[src/rtl/card_cyc_pkg.sv]
package card_cyc_pkg;

  // Strobes sent from the sequencer to the length datapath
  typedef struct packed {
    logic load;   // capture the length of a newly accepted cycle
    logic dec;    // count one command clock off
  } cycStrobe_t;

  typedef enum logic [1:0] {
    ST_IDLE = 2'd0,
    ST_RUN  = 2'd1,
    ST_DONE = 2'd2
  } cycState_t;

endpackage

[src/rtl/card_cyc_dp.sv]
module card_cyc_dp
  import card_cyc_pkg::*;
#(
  parameter int WS_W      = 2,
  parameter int STD8_LEN  = 6,
  parameter int STD16_LEN = 3,
  parameter int ZW8_LEN   = 3,
  parameter int ZW16_LEN  = 2
) (
  input  logic            clk,
  input  logic            rstN,
  input  cycStrobe_t      strobe,
  input  logic            wideData,
  input  logic            zeroWait,
  input  logic [WS_W-1:0] waitStates,
  output logic            lastBeat
);

  localparam int WS_MAX   = (1 << WS_W) - 1;
  localparam int WIDE_MAX = STD16_LEN + WS_MAX;
  localparam int MAX_A    = (STD8_LEN > ZW8_LEN) ? STD8_LEN : ZW8_LEN;
  localparam int MAX_B    = (WIDE_MAX > ZW16_LEN) ? WIDE_MAX : ZW16_LEN;
  localparam int MAX_LEN  = (MAX_A > MAX_B) ? MAX_A : MAX_B;
  localparam int CNT_W    = $clog2(MAX_LEN + 1);

  logic [CNT_W-1:0] lenCalc;
  logic [CNT_W-1:0] remCnt;

  // Zero-wait takes precedence; the wait-state count only stretches wide cycles
  always_comb begin
    if (!wideData) begin
      lenCalc = zeroWait ? CNT_W'(ZW8_LEN) : CNT_W'(STD8_LEN);
    end else if (zeroWait) begin
      lenCalc = CNT_W'(ZW16_LEN);
    end else begin
      lenCalc = CNT_W'(STD16_LEN) + CNT_W'(waitStates);
    end
  end

  always_ff @(posedge clk or negedge rstN) begin
    if (!rstN) begin
      remCnt <= '0;
    end else if (strobe.load) begin
      remCnt <= lenCalc;
    end else if (strobe.dec) begin
      remCnt <= remCnt - CNT_W'(1);
    end
  end

  assign lastBeat = (remCnt == CNT_W'(1));

endmodule

[src/rtl/card_cyc_ctl.sv]
module card_cyc_ctl
  import card_cyc_pkg::*;
(
  input  logic       clk,
  input  logic       rstN,
  input  logic       startPulse,
  input  logic       lastBeat,
  output cycStrobe_t strobe,
  output logic       cmdActive,
  output logic       donePulse,
  output logic       busy
);

  cycState_t state, stateNxt;

  always_comb begin
    stateNxt     = state;
    strobe       = '0;
    unique case (state)
      ST_IDLE: begin
        if (startPulse) begin
          strobe.load = 1'b1;
          stateNxt    = ST_RUN;
        end
      end
      ST_RUN: begin
        strobe.dec = 1'b1;
        if (lastBeat) stateNxt = ST_DONE;
      end
      ST_DONE: stateNxt = ST_IDLE;
      default: stateNxt = ST_IDLE;
    endcase
  end

  always_ff @(posedge clk or negedge rstN) begin
    if (!rstN) state <= ST_IDLE;
    else       state <= stateNxt;
  end

  assign cmdActive = (state == ST_RUN);
  assign donePulse = (state == ST_DONE);
  assign busy      = (state != ST_IDLE);

endmodule

[src/rtl/card_cycle_timer.sv]
module card_cycle_timer
  import card_cyc_pkg::*;
#(
  parameter int WS_W      = 2,
  parameter int STD8_LEN  = 6,
  parameter int STD16_LEN = 3,
  parameter int ZW8_LEN   = 3,
  parameter int ZW16_LEN  = 2
) (
  input  logic            clk,
  input  logic            rstN,
  input  logic            startPulse,
  input  logic            wideData,
  input  logic            zeroWait,
  input  logic [WS_W-1:0] waitStates,
  output logic            cmdActive,
  output logic            donePulse,
  output logic            busy
);

  cycStrobe_t strobe;
  logic       lastBeat;

  card_cyc_ctl u_ctl (
    .clk       (clk),
    .rstN      (rstN),
    .startPulse(startPulse),
    .lastBeat  (lastBeat),
    .strobe    (strobe),
    .cmdActive (cmdActive),
    .donePulse (donePulse),
    .busy      (busy)
  );

  card_cyc_dp #(
    .WS_W     (WS_W),
    .STD8_LEN (STD8_LEN),
    .STD16_LEN(STD16_LEN),
    .ZW8_LEN  (ZW8_LEN),
    .ZW16_LEN (ZW16_LEN)
  ) u_dp (
    .clk       (clk),
    .rstN      (rstN),
    .strobe    (strobe),
    .wideData  (wideData),
    .zeroWait  (zeroWait),
    .waitStates(waitStates),
    .lastBeat  (lastBeat)
  );

endmodule

[config.mk]
export PLATFORM = sky130hd
export DESIGN_NAME = card_cycle_timer
export DESIGN_NICKNAME = d
export VERILOG_FILES = /design/src/rtl/card_cyc_pkg.sv /design/src/rtl/card_cyc_dp.sv /design/src/rtl/card_cyc_ctl.sv /design/src/rtl/card_cycle_timer.sv
export SDC_FILE = /design/constraint.sdc
export NUM_CORES = 1
export LEC_CHECK = 0
export BUFFER_PORTS_ARGS = -buffer_cell sky130_fd_sc_hd__buf_2
export CAP_MARGIN = 20
export CORE_AREA = 2 2 39 41
export DETAILED_ROUTE_END_ITERATION = 10
export DIE_AREA = 0 0 41 43
export PLACE_DENSITY = 0.43
export RECOVER_POWER = 50
export SETUP_SLACK_MARGIN = 0.5
export SKIP_CTS_REPAIR_TIMING = 1
export SLEW_MARGIN = 10
export SYNTH_ARGS = -nofsm -noshare
export SYNTH_HDL_FRONTEND = slang
export SYNTH_HIERARCHICAL = 1
export SYNTH_SLANG_ARGS = --single-unit
[constraint.sdc]
create_clock -name clk -period 2.6 [get_ports clk]
set_clock_uncertainty 0.05 [all_clocks]
set_input_delay 0.52 -clock clk [delete_from_list [all_inputs] [get_ports clk]]
set_output_delay 0.52 -clock clk [all_outputs]
set_load 0.03 [all_outputs]
Yosys cells after proc, flatten, opt, wreduce, memory -nomap -nowiden
Cells that the tools add are included.
{"block": "op_classes", "magnitude_cmp": 0, "reduce_logical": 4, "mul": 0, "div": 0, "n_shift": 0, "n_bitwise": 0, "addsub": 2, "muxes": 11, "eq_ne": 5}
{"op": "3-bit two-way mux", "count": 5}
{"op": "2-bit two-way mux", "count": 2}
{"op": "2-bit case mux with 2 select lines", "count": 1}
{"op": "2-bit nonzero test", "count": 2}
{"op": "2-bit by 2-bit adder with 3-bit output (first input constant)", "count": 1}
{"op": "3-bit by 1-bit == test with 1-bit output (second input constant)", "count": 1}
{"op": "1-bit two-way mux", "count": 3}
{"op": "3-bit by 1-bit subtractor with 3-bit output (second input constant)", "count": 1}
{"op": "2-bit by 1-bit == test with 1-bit output (second input constant)", "count": 1}
{"op": "2-bit == test (second input constant)", "count": 1}
{"op": "2-bit zero test", "count": 1}
{"op": "2-bit by 1-bit != test with 1-bit output (second input constant)", "count": 1}
{"op": "2-bit != test (second input constant)", "count": 1}
{"op": "2-bit AND reduction", "count": 1}
{"block": "totals", "mem_count": 0, "latch_bits": 0, "reg_bits": 5, "in_bits": 7, "ramBits": 0, "wordCells": 24, "mem_bits_ro": 0}

Depth between registers and ports, before layout
Gate-level depths: netlist (run 1).
{"block": "logic_depth", "word_depth": 4, "ltp_mapped": 5}

Modules after synthesis
The synthesis (run 1) kept the hierarchy.
{"mod": "card_cyc_dp", "area_each_um2": 221.5, "seq_area_each_um2": 75.1, "instances": 1, "cells_per_inst": 25}
{"mod": "card_cyc_ctl", "area_each_um2": 117.6, "seq_area_each_um2": 50.0, "instances": 1, "cells_per_inst": 12}

Least setup slack after synthesis (run 1)
No wires, ideal clock.
{"block": "synth_timing", "path_type": "reg-to-reg", "startpoint": "register u_ctl.state[0]", "endpoint": "register u_dp.remCnt[2]", "setup_ps": 125, "path_slack_ps": 1108, "t_required_ps": 2425, "arrival_time_ps": 1318, "stages_incl_launch_ff": 6, "path_buffers": 1, "cell_sequence": "dfrtp_1 nor2b_2 buf_4 nand2_2 xnor2_1 mux2_2"}
{"element": "start, declared", "line": "card_cyc_ctl.sv:14", "source": "cycState_t state, stateNxt;"}
{"element": "start signal, assigned", "line": "card_cyc_ctl.sv:37", "source": "else state <= stateNxt;"}
{"element": "end signal, assigned", "line": "card_cyc_dp.sv:44", "source": "remCnt <= lenCalc;"}
{"element": "end signal, assigned", "line": "card_cyc_dp.sv:46", "source": "remCnt <= remCnt - CNT_W'(1);"}
{"element": "end, declared", "line": "card_cyc_dp.sv:27", "source": "logic [CNT_W-1:0] remCnt;"}

Worst setup path after layout (run 1)
{"block": "layout_timing", "startpoint": "register u_ctl.state[0]", "endpoint": "output cmdActive"}
{"block": "layout_via", "elab_chain_len": 1}
{"element": "2-bit by 1-bit == test with 1-bit output", "line": "card_cyc_ctl.sv:40", "source": "assign cmdActive = (state == ST_RUN);"}
{"element": "end, declared", "line": "card_cycle_timer.sv:16", "source": "output logic cmdActive,"}
Every way passes these cells.

==> results.sh, run 1 <==
export IMPL_status="finished clean"
export IMPL_core_mm2=0.001384
export IMPL_synth_area_per_cell_um2=9.164
export IMPL_nets=60
export IMPL_syn_area_um2=339.1
export IMPL_vdd_drop_max_v=0.0002144
export IMPL_routed_wl_um=530
export IMPL_grt_busiest_layer="met4"
export IMPL_vias=260
export IMPL_multi_input_area_um2=187.7
export IMPL_cp_startpoint="u_ctl/state[0]$_DFFE_PN0P_"
export IMPL_min_path_type="input port to async pin"
export IMPL_antenna_found_initial=0
export IMPL_clock_path_buffers=2
export IMPL_clock_latency_ns=0.24
export IMPL_seq_area_um2=125.1
export IMPL_io_pins=10
export IMPL_gp_congestion=0.5971
export IMPL_clock_sinks=5
export IMPL_critPathRequiredTime_ns=2.03
export IMPL_met1_usage_pct=8.581
export IMPL_ys_seq_elements=5
export IMPL_final_layout_size_suffix_gt1_share_pct=34.69
export IMPL_use_met3_pct=3.141
export IMPL_final_cells=65
export IMPL_synthCells=37
export IMPL_setup_viol=0
export IMPL_grt_overflow_total=0
export IMPL_cellLeakagePower_nw=0.2196
export IMPL_first_pass_iters=1
export IMPL_relSlewSlack_pct=83.29
export IMPL_grtUsageMet2_pct=9.688
export IMPL_cts_tree="built"
export IMPL_hold_viol=0
export IMPL_antenna_cells=0
export IMPL_syn_num_nets=47
export IMPL_initial_core_util_pct=24.50
export IMPL_fp_dieArea_mm2=0.001763
export IMPL_place_inst=61
export IMPL_numCtsBuffers=3
export IMPL_slew_viol_final=0
export IMPL_ys_types=21
export IMPL_dp_hpwl_um=449.5
export IMPL_grt_pass1_wl_um=828
export IMPL_max_freq_mhz=582.1
export IMPL_drc_errors=0
export IMPL_n_fill_cell=162
export IMPL_finalCritPeriodShare_pct=66.08
export IMPL_gr_usage_all_layers_pct=7.895
export IMPL_area_delta_synth_final_pct=24.35
export IMPL_fin_tns_setup_ns=0
export IMPL_fin_ws_ns=0.8820
export IMPL_wire_per_inst_um=8.154
export IMPL_post_place_ws_ns=1.127
export IMPL_worstPathArrival_ns=1.15
export IMPL_yosys_warnings=6
export IMPL_grt_pass1_vias=221
export IMPL_synth_yosys_seq_area_share_pct=36.90
export IMPL_clockRootBuffer="clkbuf_4"
export IMPL_num_rows=14
export IMPL_path_clk_slew_ns=0.04
export IMPL_setup_worst_path_class="register to output port"
export IMPL_worstMarginPinSlew_ns=0.2495
export IMPL_grt_max_degree=7
export IMPL_cp_start_kind="register"
export IMPL_ant_nets=0
export IMPL_vias_per_cell=4.000
export IMPL_portBuffers=9
export IMPL_min_period_ns=1.718
export IMPL_p_per_area_mw_per_mm2=1162
export IMPL_die_w_um=41
export IMPL_dieHeight_um=43
export IMPL_crit_fanout=6
export IMPL_rsz0062_at_grt="false"
export IMPL_crit_path_end_kind="output port"
export IMPL_worstReg2RegStart="u_ctl/state[0]$_DFFE_PN0P_"
export IMPL_h_tree_depth=1
export IMPL_drtIter0Drc=0
export IMPL_cap_violations=0
[synth_stat cells]
cell | instances | area share, %
xnor2_1 | 1 | 2.6
nand2b_1 | 2 | 3.7
o21ai_0 | 2 | 3.0
nand2_2 | 1 | 1.8
or2_4 | 1 | 2.6
xor2_1 | 1 | 2.6
a21oi_1 | 3 | 4.4
and2_1 | 1 | 1.8
nor2_2 | 1 | 1.8
nor2_1 | 2 | 2.2
buf_4 | 1 | 2.2
mux2_2 | 1 | 3.3
ha_1 | 3 | 11
inv_1 | 5 | 5.5
nand3b_1 | 1 | 2.2
nand2_1 | 2 | 2.2
nor2b_2 | 1 | 2.6
nor2b_1 | 1 | 1.8
and2b_2 | 1 | 2.6
mux2i_1 | 1 | 3.0
dfrtp_1 | 5 | 37
[cell type report]
cell class	count	share of cell area [%]
Multi-Input combinational cell	26	44.51
Timing Repair Buffer	9	10.39
Clock buffer	4	6.231
Inverter	5	4.451
Sequential cell	5	29.67
Tap cell	16	4.748
[final timing paths]
check                                                   to  slack, ns  cells after the start
worst max-delay path                             cmdActive       0.88                      2
worst min-delay path            u_ctl/state[0]$_DFFE_PN0P_       0.07                      1
worst max register to register  u_dp/remCnt[2]$_DFFE_PN0P_       1.24                      3
worst min register to register  u_ctl/state[0]$_DFFE_PN0P_       0.45                      1
max in group asynchronous       u_dp/remCnt[0]$_DFFE_PN0P_       2.23                      1
min in group clk                u_ctl/state[0]$_DFFE_PN0P_       0.45                      1
[state kept, by name, indices dropped and copies added, names as in the netlist]
name,cells
u_dp/remCnt,3
u_ctl/state,2
[report_power, final]
group	total (W)	leakage (nW)	switching (W)	internal [W]
sequential	0.000145	0.0598	0.0000275	0.000117
combinational	0.000259	0.145	0.000145	0.000114
clock	0.0000866	0.0150	0.0000288	0.0000578
[routing by layer]
metal	wire [um]	up-vias
met5	0	-
met4	0	0
met3	39	0
met2	233	6
met1	257	112
li1	-	142
[through the flow]
stage | area, um^2 | total power (W) | hold WS (ns) | utilization (%)
2_1_floorplan | 339.1 | 0.0003646 | 0.1744 | -
3_3_place_gp | 396.6 | 0.0004170 | 0.2901 | 28.66
3_5_place_dp | 396.6 | 0.0004092 | 0.2873 | 28.66
4_1_cts | 422.9 | 0.0005025 | 0.02904 | 30.56
5_1_grt | 421.7 | 0.0005400 | 0.06933 | 30.47
6_report | 421.7 | 0.0004902 | 0.07023 | 30.47
[layout by cell type, fill, tap and decap left out]
| cell type | instances |
|---|---|
| a21oi_1 | 3 |
| or2_4 | 1 |
| buf_2 | 8 |
| nor2_2 | 1 |
| and2b_2 | 1 |
| nor2b_2 | 1 |
| xnor2_1 | 1 |
| nand3b_1 | 1 |
| inv_1 | 5 |
| ha_1 | 3 |
| nand2_2 | 1 |
| clkbuf_4 | 3 |
| and2_0 | 1 |
| clkbuf_1 | 2 |
| dfrtp_1 | 5 |
| xor2_1 | 1 |
| nor2_1 | 2 |
| nand2b_1 | 2 |
| nand2_1 | 2 |
| nor2b_1 | 1 |
| mux2_2 | 1 |
| mux2i_1 | 1 |
| o21ai_0 | 2 |
[kinds of logic after synthesis]
logic type | share of synthesized area [%]
AND/OR/NAND/NOR | 25.47
buffers and inverters | 7.750
multiplexers | 6.273
adder cells (fa/ha/maj) | 11.07
AO/OA/AOI/OAI | 7.379
flip-flops | 36.90
XOR/XNOR | 5.167
[worst max-delay path, cell delays in order, from the launching register on]
cell	delay, ns
dfrtp_1	0.38
nor2b_2	0.29
buf_2	0.25
Note: power is estimated with default switching activity, not from simulation.
==> run 2, diff against run 1 <==
--- a/config.mk
+++ b/config.mk
@@ -10,7 +10,7 @@
 export CORE_AREA = 2 2 39 41
 export DETAILED_ROUTE_END_ITERATION = 10
 export DIE_AREA = 0 0 41 43
-export PLACE_DENSITY = 0.43
+export PLACE_DENSITY = 0.45
 export RECOVER_POWER = 50
 export SETUP_SLACK_MARGIN = 0.5
 export SKIP_CTS_REPAIR_TIMING = 1
==> constraint.sdc (replaced) <==
create_clock -name clk -period 1.4 [get_ports clk]
set_clock_uncertainty 0.05 [all_clocks]
set_input_delay 0.28 -clock clk [delete_from_list [all_inputs] [get_ports clk]]
set_output_delay 0.28 -clock clk [all_outputs]
set_load 0.03 [all_outputs]
==> results.sh, run 2 (synthesized netlist as in run 1, its figures left out) <==
export IMPL_dp_hpwl_um=497.8
export IMPL_cap_violations=0
export IMPL_antenna_cells=0
export IMPL_largest_registers="u_dp/remCnt (3), u_ctl/state (2)"
export IMPL_max_freq_mhz=701.2
export IMPL_place_inst=61
export IMPL_p_total_w=0.001134
export IMPL_dieHeight_um=43
export IMPL_num_rows=14
export IMPL_violations="negative setup slack"
export IMPL_grt_overflow_total=0
export IMPL_crit_buf_inv=1
export IMPL_fp_dieArea_mm2=0.001763
export IMPL_vias_per_cell=4.088
export IMPL_grt_max_degree=7
export IMPL_crit_family="flip-flops"
export IMPL_clock_latency_ns=0.24
export IMPL_path_cells="or2_4 -> buf_6"
export IMPL_relSlewSlack_pct=81.17
export IMPL_final_cells=68
export IMPL_h_tree_depth=1
export IMPL_cellLeakagePower_nw=0.2503
export IMPL_crit_fanout=4
export IMPL_cts_tree="built"
export IMPL_final_layout_size_suffix_gt1_share_pct=42.31
export IMPL_nets=63
export IMPL_first_pass_iters=4
export IMPL_die_w_um=41
export IMPL_p_per_area_mw_per_mm2=2300
export IMPL_largest_register="u_dp/remCnt"
export IMPL_final_cell_mix="buf_2, dfrtp_1, buf_6, inv_1"
export IMPL_clockRootBuffer="clkbuf_4"
export IMPL_cp_start_kind="register"
export IMPL_largest_reg_flops=3
export IMPL_setup_viol=1
export IMPL_wire_per_inst_um=9.809
export IMPL_crit_path_end_kind="output port"
export IMPL_critPathRequiredTime_ns=1.07
export IMPL_worstMarginPinSlew_ns=0.2824
export IMPL_numCtsBuffers=3
export IMPL_fin_ws_ns=-0.02604
export IMPL_min_period_ns=1.426
export IMPL_gr_usage_all_layers_pct=9.899
export IMPL_initial_core_util_pct=24.50
export IMPL_gp_congestion=0.6470
export IMPL_drtIter0Drc=8
export IMPL_area_delta_synth_final_pct=45.39
export IMPL_routed_wl_um=667
export IMPL_vdd_drop_max_v=0.0007996
export IMPL_max_stage_delay_ns=0.42
export IMPL_ant_nets=0
export IMPL_status="finished, violations left"
export IMPL_grt_pass1_wl_um=1117
export IMPL_critPathSlowestCell="dfrtp_1"
export IMPL_worstPathArrival_ns=1.10
export IMPL_clock_path_buffers=2
export IMPL_io_pins=10
export IMPL_post_place_ws_ns=0.09151
export IMPL_whs_ns=0.2621
export IMPL_min_path_type="input port to register"
export IMPL_antenna_found_initial=0
export IMPL_clock_sinks=5
export IMPL_slew_viol_final=0
export IMPL_vias=278
export IMPL_core_mm2=0.001384
export IMPL_hold_viol=0
export IMPL_drc_errors=0
export IMPL_path_clk_slew_ns=0.04
export IMPL_finalCritPeriodShare_pct=101.9
export IMPL_setup_worst_path_class="register to output port"
export IMPL_portBuffers=9
export IMPL_grt_pass1_vias=255
export IMPL_rsz0062_at_grt="true"
[run 2: cell types whose count changed in the layout (fill, tap and decap cells not counted), sizes merged]
| cell | before | now |
|---|---|---|
| buf | 8 | 10 |
| dlygate4sd3 | 0 | 1 |
[run 2: cell type report]
type,count,area [um^2]
Fill cell,146,890.9
Multi-Input combinational cell,26,211.5
Sequential cell,5,125.1
Timing Repair Buffer,12,91.34
Clock buffer,4,26.28
Tap cell,16,20.02
Inverter,5,18.77
[run 2: worst min-delay path, delay by kind of cell]
kind | cells | cell delay (ns)
and+or+nand+nor | 1 | 0.06
AOI/OAI and AO/OA | 1 | 0.06
buffers and inverters | 1 | 0.11
[run 2: metrics by stage]
stage	TNS, ns	utilization [%]	instance area (um^2)
final	-0.02604	35.62	493.0
after global routing	-0.08038	35.62	493.0
after CTS	-0.08546	31.46	435.4
after detailed placement	0	29.57	409.1
after global placement	0	29.57	409.1
after floorplan	0	-	355.3
[run 2: layer usage]
metal	track usage, %	share of wire (%)	vias up
met5	0	0	-
met4	8.000	0	0
met3	3.141	4.0	0
met2	10.00	40	8
met1	15.74	56	124
li1	-	-	146
[run 2: path summary, 6_finish.rpt]
path / start / end / slack, ns / depth (start not counted)
worst max register to register: u_ctl/state[1]$_DFFE_PN0P_ / u_dp/remCnt[2]$_DFFE_PN0P_ / 0.08 / 3
min in group asynchronous: rstN / u_ctl/state[0]$_DFFE_PN0P_ / 0.38 / 2
max in group asynchronous: rstN / u_dp/remCnt[1]$_DFFE_PN0P_ / 0.70 / 2
worst max-delay path: u_ctl/state[1]$_DFFE_PN0P_ / busy / -0.03 / 2
worst min-delay path: startPulse / u_ctl/state[0]$_DFFE_PN0P_ / 0.26 / 3
worst min register to register: u_ctl/state[1]$_DFFE_PN0P_ / u_ctl/state[0]$_DFFE_PN0P_ / 0.47 / 1
[run 2: power by group]
group	total [W]	internal (W)	switching [W]
combinational	0.000676	0.000357	0.000319
clock	0.000167	0.000108	0.0000589
sequential	0.000291	0.000218	0.0000735
